===== src/rtl/cp_strip.sv =====
module cp_strip #(
  parameter int DW    = 16,
  parameter int GUARD = 16,
  parameter int NFFT  = 64
) (
  input  logic                 clk,
  input  logic                 rst,
  input  logic                 in_valid,
  input  logic                 in_sym_start,
  input  logic signed [DW-1:0] in_i,
  input  logic signed [DW-1:0] in_q,
  output logic                 out_valid,
  output logic                 out_sof,
  output logic                 out_eof,
  output logic signed [DW-1:0] out_i,
  output logic signed [DW-1:0] out_q
);
  localparam int SYM = GUARD + NFFT;
  localparam int PW  = $clog2(SYM);
  localparam logic [PW-1:0] LAST  = PW'(SYM - 1);
  localparam logic [PW-1:0] FIRST = PW'(GUARD);

  logic [PW-1:0] pos;
  logic          locked;
  logic [PW-1:0] pos_nx;
  logic          lock_nx;
  logic          fwd;

  assign pos_nx  = in_sym_start ? '0 : (pos == LAST) ? '0 : pos + 1'b1;
  assign lock_nx = locked | in_sym_start;
  assign fwd     = in_valid & lock_nx & (pos_nx >= FIRST);

  always_ff @(posedge clk) begin
    out_i <= in_i;
    out_q <= in_q;
    if (rst) begin
      pos       <= LAST;
      locked    <= 1'b0;
      out_valid <= 1'b0;
      out_sof   <= 1'b0;
      out_eof   <= 1'b0;
    end else begin
      if (in_valid) begin
        pos    <= pos_nx;
        locked <= lock_nx;
      end
      out_valid <= fwd;
      out_sof   <= fwd & (pos_nx == FIRST);
      out_eof   <= fwd & (pos_nx == LAST);
    end
  end

  a_r9_sof_in_frame: assert property (@(posedge clk) disable iff (rst)
    out_sof |-> out_valid);
  a_r9_eof_in_frame: assert property (@(posedge clk) disable iff (rst)
    out_eof |-> out_valid);
  a_r5_valid_needs_input: assert property (@(posedge clk) disable iff (rst)
    !in_valid |=> !out_valid);
  a_r3_start_is_guard: assert property (@(posedge clk) disable iff (rst)
    (in_valid && in_sym_start) |=> (!out_valid && !out_sof));
  a_r4_gap_after_eof: assert property (@(posedge clk) disable iff (rst)
    out_eof |=> !out_valid);
  a_r8_data_delay: assert property (@(posedge clk) disable iff (rst)
    (out_i == $past(in_i)) && (out_q == $past(in_q)));
endmodule


===== config.mk =====
export PLATFORM = sky130hd
export DESIGN_NAME = cp_strip
export DESIGN_NICKNAME = d
export VERILOG_FILES = /design/src/rtl/cp_strip.sv
export SDC_FILE = /design/constraint.sdc
export NUM_CORES = 1
export LEC_CHECK = 0
export ABC_CLOCK_PERIOD_IN_PS = 2160
export BUFFER_PORTS_ARGS = -buffer_cell sky130_fd_sc_hd__buf_2
export CORE_MARGIN = 2
export CORE_UTILIZATION = 42
export DETAILED_ROUTE_END_ITERATION = 8
export PLACE_DENSITY = 0.76
export SLEW_MARGIN = 20
export SYNTH_ARGS = -nofsm -noshare
export SYNTH_HDL_FRONTEND = slang
export SYNTH_SLANG_ARGS = --single-unit

===== constraint.sdc =====
create_clock -name clk -period 2.16 [get_ports clk]
set_input_delay 0.324 -clock clk [delete_from_list [all_inputs] [get_ports clk]]
set_output_delay 0.324 -clock clk [all_outputs]
set_load 0.02 [all_outputs]

==> impl_metrics.toml, run 1 <==
[setup_path]
cp-start-kind = "register"
cp.required_ns = 2.44
critPathArrivalTime_ns = 2.07
cpMaxStageDelayCell = "dfxtp_1"
r2r_cells = 5
setup.worst_path.class = "reg2reg"
crit_chain = "ha_1 > nand3_2 > or3_1 > a21oi_2 > and4_1"
cp-end-kind = "register"
crit_path_max_fanout = 7
slowest_delay_ns = 0.42

[clocking]
cts_resized = 0
insertion_delay_ns = 0.33
clock-sinks = 43
clockBufferDepth = 2
cts_tree = "done"
cts_root_buffer = "clkbuf_4"
h-tree-depth = 2
cts.clk_slew.worst_paths_ns = 0.11
cts_hold_buf = 0
cts_setup_buffers = 0
cts_made_buffers = 5

[synthesis]
ys.flop_type = "dfxtp_1"
async_flop_share = 0
ys_seq_area_frac = 0.6647
synth_cells = 111
ys_warn_count = 0
synth.distinct_cells = 37
synth_nets = 148
synthesis.area_um2 = 1295
ys_ff_latch = 43
synth_edf_count = 0
syn_avg_cell_area_um2 = 11.67

[timing]
worst_pin_slew_ns = 0.4638
finalCriticalPeriod_ns = 1.795
hold_slack_ns = 0.08487
hold_violations = 0
rsz0062_at_grt = "no"
min_period_over_period = 0.8309
skew_ns = 0.003576
tns_ns = 0
setup_slack_ns = 0.3652
relSlewSlack = 0.6867
fmax_mhz = 557.2
slew_viol_final = 0
setup_viol_count_final = 0

[die]
die_x_um = 59.53
core-area_um2 = 3003
die-height_um = 59.53
rows = 20
pin_count = 71
die_area_um2 = 3543
start_util = 0.4312

[drt]
drt-initial-drc-count = 28
wl_um = 2760
antenna_left = 0
dr.pass1.iters = 6
drc_errors = 0
wire_per_inst_um = 12.72
vias = 1086
viasPerCell = 5.005

[layout]
fin_cells = 217
fin_util = 0.5696
drive_gt1_frac = 0.4457
stdcell_area_um2 = 1710
syn_to_final_growth_pct = 32.08
antenna_cells = 0
nNetsFinal = 220

[grt]
grt_pass1_vias = 983
grt_max_degree = 14
grt_usage = 0.1565
antenna_found_initial = 0
grt_pass1_wl_um = 4146
grt_overflow = 0

[place]
dpl.cell_count = 209
io_buffers = 70
place_hpwl_um = 2170
gp_congestion = 0.8471
dpl_cell_area_um2 = 1657
dp_slack_ns = 0.4036

[status]
outcome = "complete, no violations"

[pwr]
p_leak_nw = 0.8100
vdd_drop_max_mv = 0.4241
power_frac_seq = 0.613
p_sw_frac = 0.2583
power_mw = 1.403
pwr-share-comb = 0.137
switching_power_mw = 0.3625
power_density_nw_per_um2 = 820.6
pwr-share-clk = 0.251
internal_power_mw = 1.041

[flow_run]
cap_violations = 0

[min_path]
hold_depth = 1
min_path_type = "in2reg"
[worst paths after layout]
check,start,endpoint,slack [ns]
worst max-delay path,pos[0],out_eof,0.37
worst min-delay path,in_i[15],out_i[15],0.08
worst max register to register,pos[0],out_eof,0.37
worst min register to register,locked,out_valid,0.52
[Yosys cell counts, types with 2 or more instances]
library cell,n,area (um^2)
nand4_1,3,18.77
a31oi_1,2,12.51
o21ai_0,4,20.02
a21oi_1,7,35.03
nand3_1,2,10.01
and3_1,2,12.51
nand2_1,3,11.26
nor3_1,2,10.01
xor2_1,2,17.52
o31ai_1,2,15.01
nor2_1,5,18.77
buf_2,2,10.01
or3_1,4,25.02
o41ai_1,2,17.52
nor2b_1,2,12.51
inv_1,4,15.01
dfxtp_1,43,860.8
[power by group through the flow]
stage | Combinational [mW] | Clock [mW] | Sequential (mW)
final | 0.192 | 0.352 | 0.860
after global routing | 0.208 | 0.407 | 0.866
after CTS | 0.193 | 0.373 | 0.860
after detailed placement | 0.192 | 0 | 0.878
after global placement | 0.188 | 0 | 0.876
after floorplan | 0.0813 | 0 | 0.912
[placed cells by master, fill, tap and decap left out, drive strengths merged, types with 2 or more instances in the layout]
cell | Yosys | layout
o31ai | 2 | 2
and3 | 2 | 2
or3 | 4 | 4
dfxtp | 43 | 43
xor2 | 2 | 2
nor3 | 2 | 2
nand2 | 3 | 3
nor2 | 5 | 5
clkbuf | 2 | 6
buf | 3 | 70
a31oi | 2 | 2
a21oi | 8 | 8
o21ai | 4 | 4
nand3 | 3 | 3
o41ai | 2 | 2
nor2b | 2 | 2
nand4 | 3 | 3
inv | 4 | 4
[per-layer routing]
metal / track usage / routed length (um)
met4: 0.05397 / 14
met1: 0.1639 / 1092
met5: 0 / 0
met3: 0.06332 / 275
met2: 0.2810 / 1379
[sequential cells by signal (all words and copies together), names as in the netlist]
register   cells
out_i         16
out_q         16
pos            7
locked         1
out_eof        1
out_sof        1
out_valid      1
[critical path, delay by kind of cell (launching register included)]
family | cells | cell delay [ns]
AOI/OAI and AO/OA | 1 | 0.21
and+or+nand+nor | 3 | 0.75
DFF | 1 | 0.42
adders and majority gates | 1 | 0.36
[cell type report]
| type | instances | area [um^2] |
|---|---|---|
| fillers | 260 | 1292 |
| well taps | 33 | 41.29 |
| clock inverters | 2 | 12.51 |
| flip-flops and latches | 43 | 860.8 |
| clock buffers | 6 | 41.29 |
| repair buffers | 70 | 350.3 |
| multi-input cells | 59 | 389.1 |
| inverters | 4 | 15.01 |
[logic make-up after synthesis]
group / synth area share
flops: 0.6647
compound gates: 0.1275
simple gates: 0.1430
fa+ha+maj: 0.009660
buf+inv: 0.03477
xor+xnor: 0.02029
(Power assumes the default switching activity.)
==> inputs of run 2 (changes only) <==
--- a/config.mk
+++ b/config.mk
@@ -5,12 +5,12 @@
 export SDC_FILE = /design/constraint.sdc
 export NUM_CORES = 1
 export LEC_CHECK = 0
-export ABC_CLOCK_PERIOD_IN_PS = 2160
+export ABC_CLOCK_PERIOD_IN_PS = 1500
 export BUFFER_PORTS_ARGS = -buffer_cell sky130_fd_sc_hd__buf_2
 export CORE_MARGIN = 2
-export CORE_UTILIZATION = 42
+export CORE_UTILIZATION = 38
 export DETAILED_ROUTE_END_ITERATION = 8
-export PLACE_DENSITY = 0.76
+export PLACE_DENSITY = 0.73
 export SLEW_MARGIN = 20
 export SYNTH_ARGS = -nofsm -noshare
 export SYNTH_HDL_FRONTEND = slang
==> constraint.sdc (replaced) <==
create_clock -name clk -period 1.5 [get_ports clk]
set_input_delay 0.225 -clock clk [delete_from_list [all_inputs] [get_ports clk]]
set_output_delay 0.225 -clock clk [all_outputs]
set_load 0.02 [all_outputs]
==> run 2 against run 1 <==
Net effect:
- sequential cell count unchanged
- sequential share of layout area down 10 points
- global-route usage up 5.8 points
- register-to-register slack worse by 0.29 ns
- largest cell class unchanged
==> impl_metrics.toml, run 2 (synthesized netlist as in run 1, its figures left out) <==
[status]
outcome = "complete, no violations"

[layout]
nNetsFinal = 261
antenna_cells = 0
reg_top3 = "out_i: 16 flops, out_q: 16 flops, pos: 7 flops"
multiInputGateArea_um2 = 424.2
final_common_cell = "buf_2"
fillCellCount = 255
layout_common_cells = "70 x buf_2, 38 x dfxtp_1, 32 x dlygate4sd3_1"
final-seq-area_um2 = 867.1
syn_to_final_growth_pct = 67.05
drive_gt1_frac = 0.4489
fin_util = 0.6534

[die]
die_area_um2 = 3891
core-area_um2 = 3311
pin_count = 71
die-height_um = 62.38
rows = 21
start_util = 0.3912
die_x_um = 62.38

[timing]
relSlewSlack = 0.6910
worst_pin_slew_ns = 0.4575
min_period_over_period = 0.9504
slew_viol_final = 0
setup_viol_count_final = 0
finalCriticalPeriod_ns = 1.426
hold_violations = 0
fmax_mhz = 701.5
skew_ns = 0.01716
tns_ns = 0
hold_slack_ns = 0.1473
setup_slack_ns = 0.07445

[setup_path]
cp-end-kind = "register"
critPathArrivalTime_ns = 1.65
crit_path_max_fanout = 5
setup.worst_path.class = "reg2reg"
cp-start-kind = "register"
cp.required_ns = 1.72

[pwr]
power_frac_seq = 0.560
p_sw_frac = 0.2812
pwr-share-clk = 0.258
internal_power_mw = 1.598
vdd_drop_max_mv = 0.5051
pwr-share-comb = 0.182
switching_power_mw = 0.6252
p_leak_nw = 0.9895
power_mw = 2.224
power_density_nw_per_um2 = 1028

[clocking]
cts_made_buffers = 5
clockBufferDepth = 2
clock-sinks = 43
cts_root_buffer = "clkbuf_4"
cts_tree = "done"
cts.clk_slew.worst_paths_ns = 0.14
h-tree-depth = 2
insertion_delay_ns = 0.35

[drt]
drc_errors = 0
wl_um = 4018
vias = 1325
drt-initial-drc-count = 79
dr.pass1.iters = 4
antenna_left = 0
wire_per_inst_um = 14.83
viasPerCell = 4.889

[place]
dp_slack_ns = -0.0006876
gp_congestion = 0.9478
io_buffers = 70
place_hpwl_um = 2300

[grt]
grt_pass1_vias = 1328
grt_max_degree = 16
antenna_found_initial = 0
grt_usage = 0.2149
grt_pass1_wl_um = 6396
grt_overflow = 0

[flow_run]
cap_violations = 0

[min_path]
min_path_type = "in2reg"
==> run 2: layout make-up <==
class / instances / share of cell area
flip-flops and latches: 43 / 0.4008
repair buffers: 111 / 0.3412
multi-input cells: 59 / 0.1961
well taps: 46 / 0.02661
clock buffers: 5 / 0.01735
clock inverters: 3 / 0.01099
inverters: 4 / 0.006940
==> run 2: critical path, cell delays in order, from the launching register on <==
cell	delay, ns
dfxtp_2	0.36
ha_4	0.18
and3_1	0.21
and3_1	0.22
o41ai_1	0.34
==> run 2: metal layers <==
metal / part of all wire / vias up / track usage
met5: 0 / - / 0
met4: 0.024 / 0 / 0.08889
met3: 0.099 / 14 / 0.08108
met2: 0.51 / 90 / 0.3927
met1: 0.36 / 603 / 0.2198
li1: - / 618 / -
==> run 2: final timing paths <==
check,start,endpoint,slack [ns],depth (start not counted)
worst max-delay path,pos[1],pos[3],0.07,4
worst min-delay path,rst,pos[4],0.15,2
worst max register to register,pos[1],pos[3],0.07,4
worst min register to register,locked,out_valid,0.53,2
==> run 2: power by group through the flow <==
stage	clock network [mW]	registers [mW]	logic, mW
final	0.573	1.25	0.405
after global placement	0	1.26	0.310
after global routing	0.642	1.25	0.434
after floorplan	0	1.31	0.123
after detailed placement	0	1.26	0.315
after CTS	0.584	1.24	0.388
==> run 2: timing repair <==
| item | 4_1_cts | 5_1_grt |
|---|---|---|
| endpoints found under the hold margin | 32 | 0 |
| hold buffers | 32 | 0 |
| setup endpoints to repair | 2 | 5 |
| gates resized for setup | 3 | 5 |
| buffers inserted | 0 | 0 |
| pin swaps | 1 | 1 |
==> run 2: per-stage QoR <==
stage / instances / instance area [um^2]
after floorplan: 111 / 1309
after global placement: 231 / 1752
after detailed placement: 231 / 1752
after CTS: 271 / 2151
after global routing: 271 / 2163
final: 271 / 2163
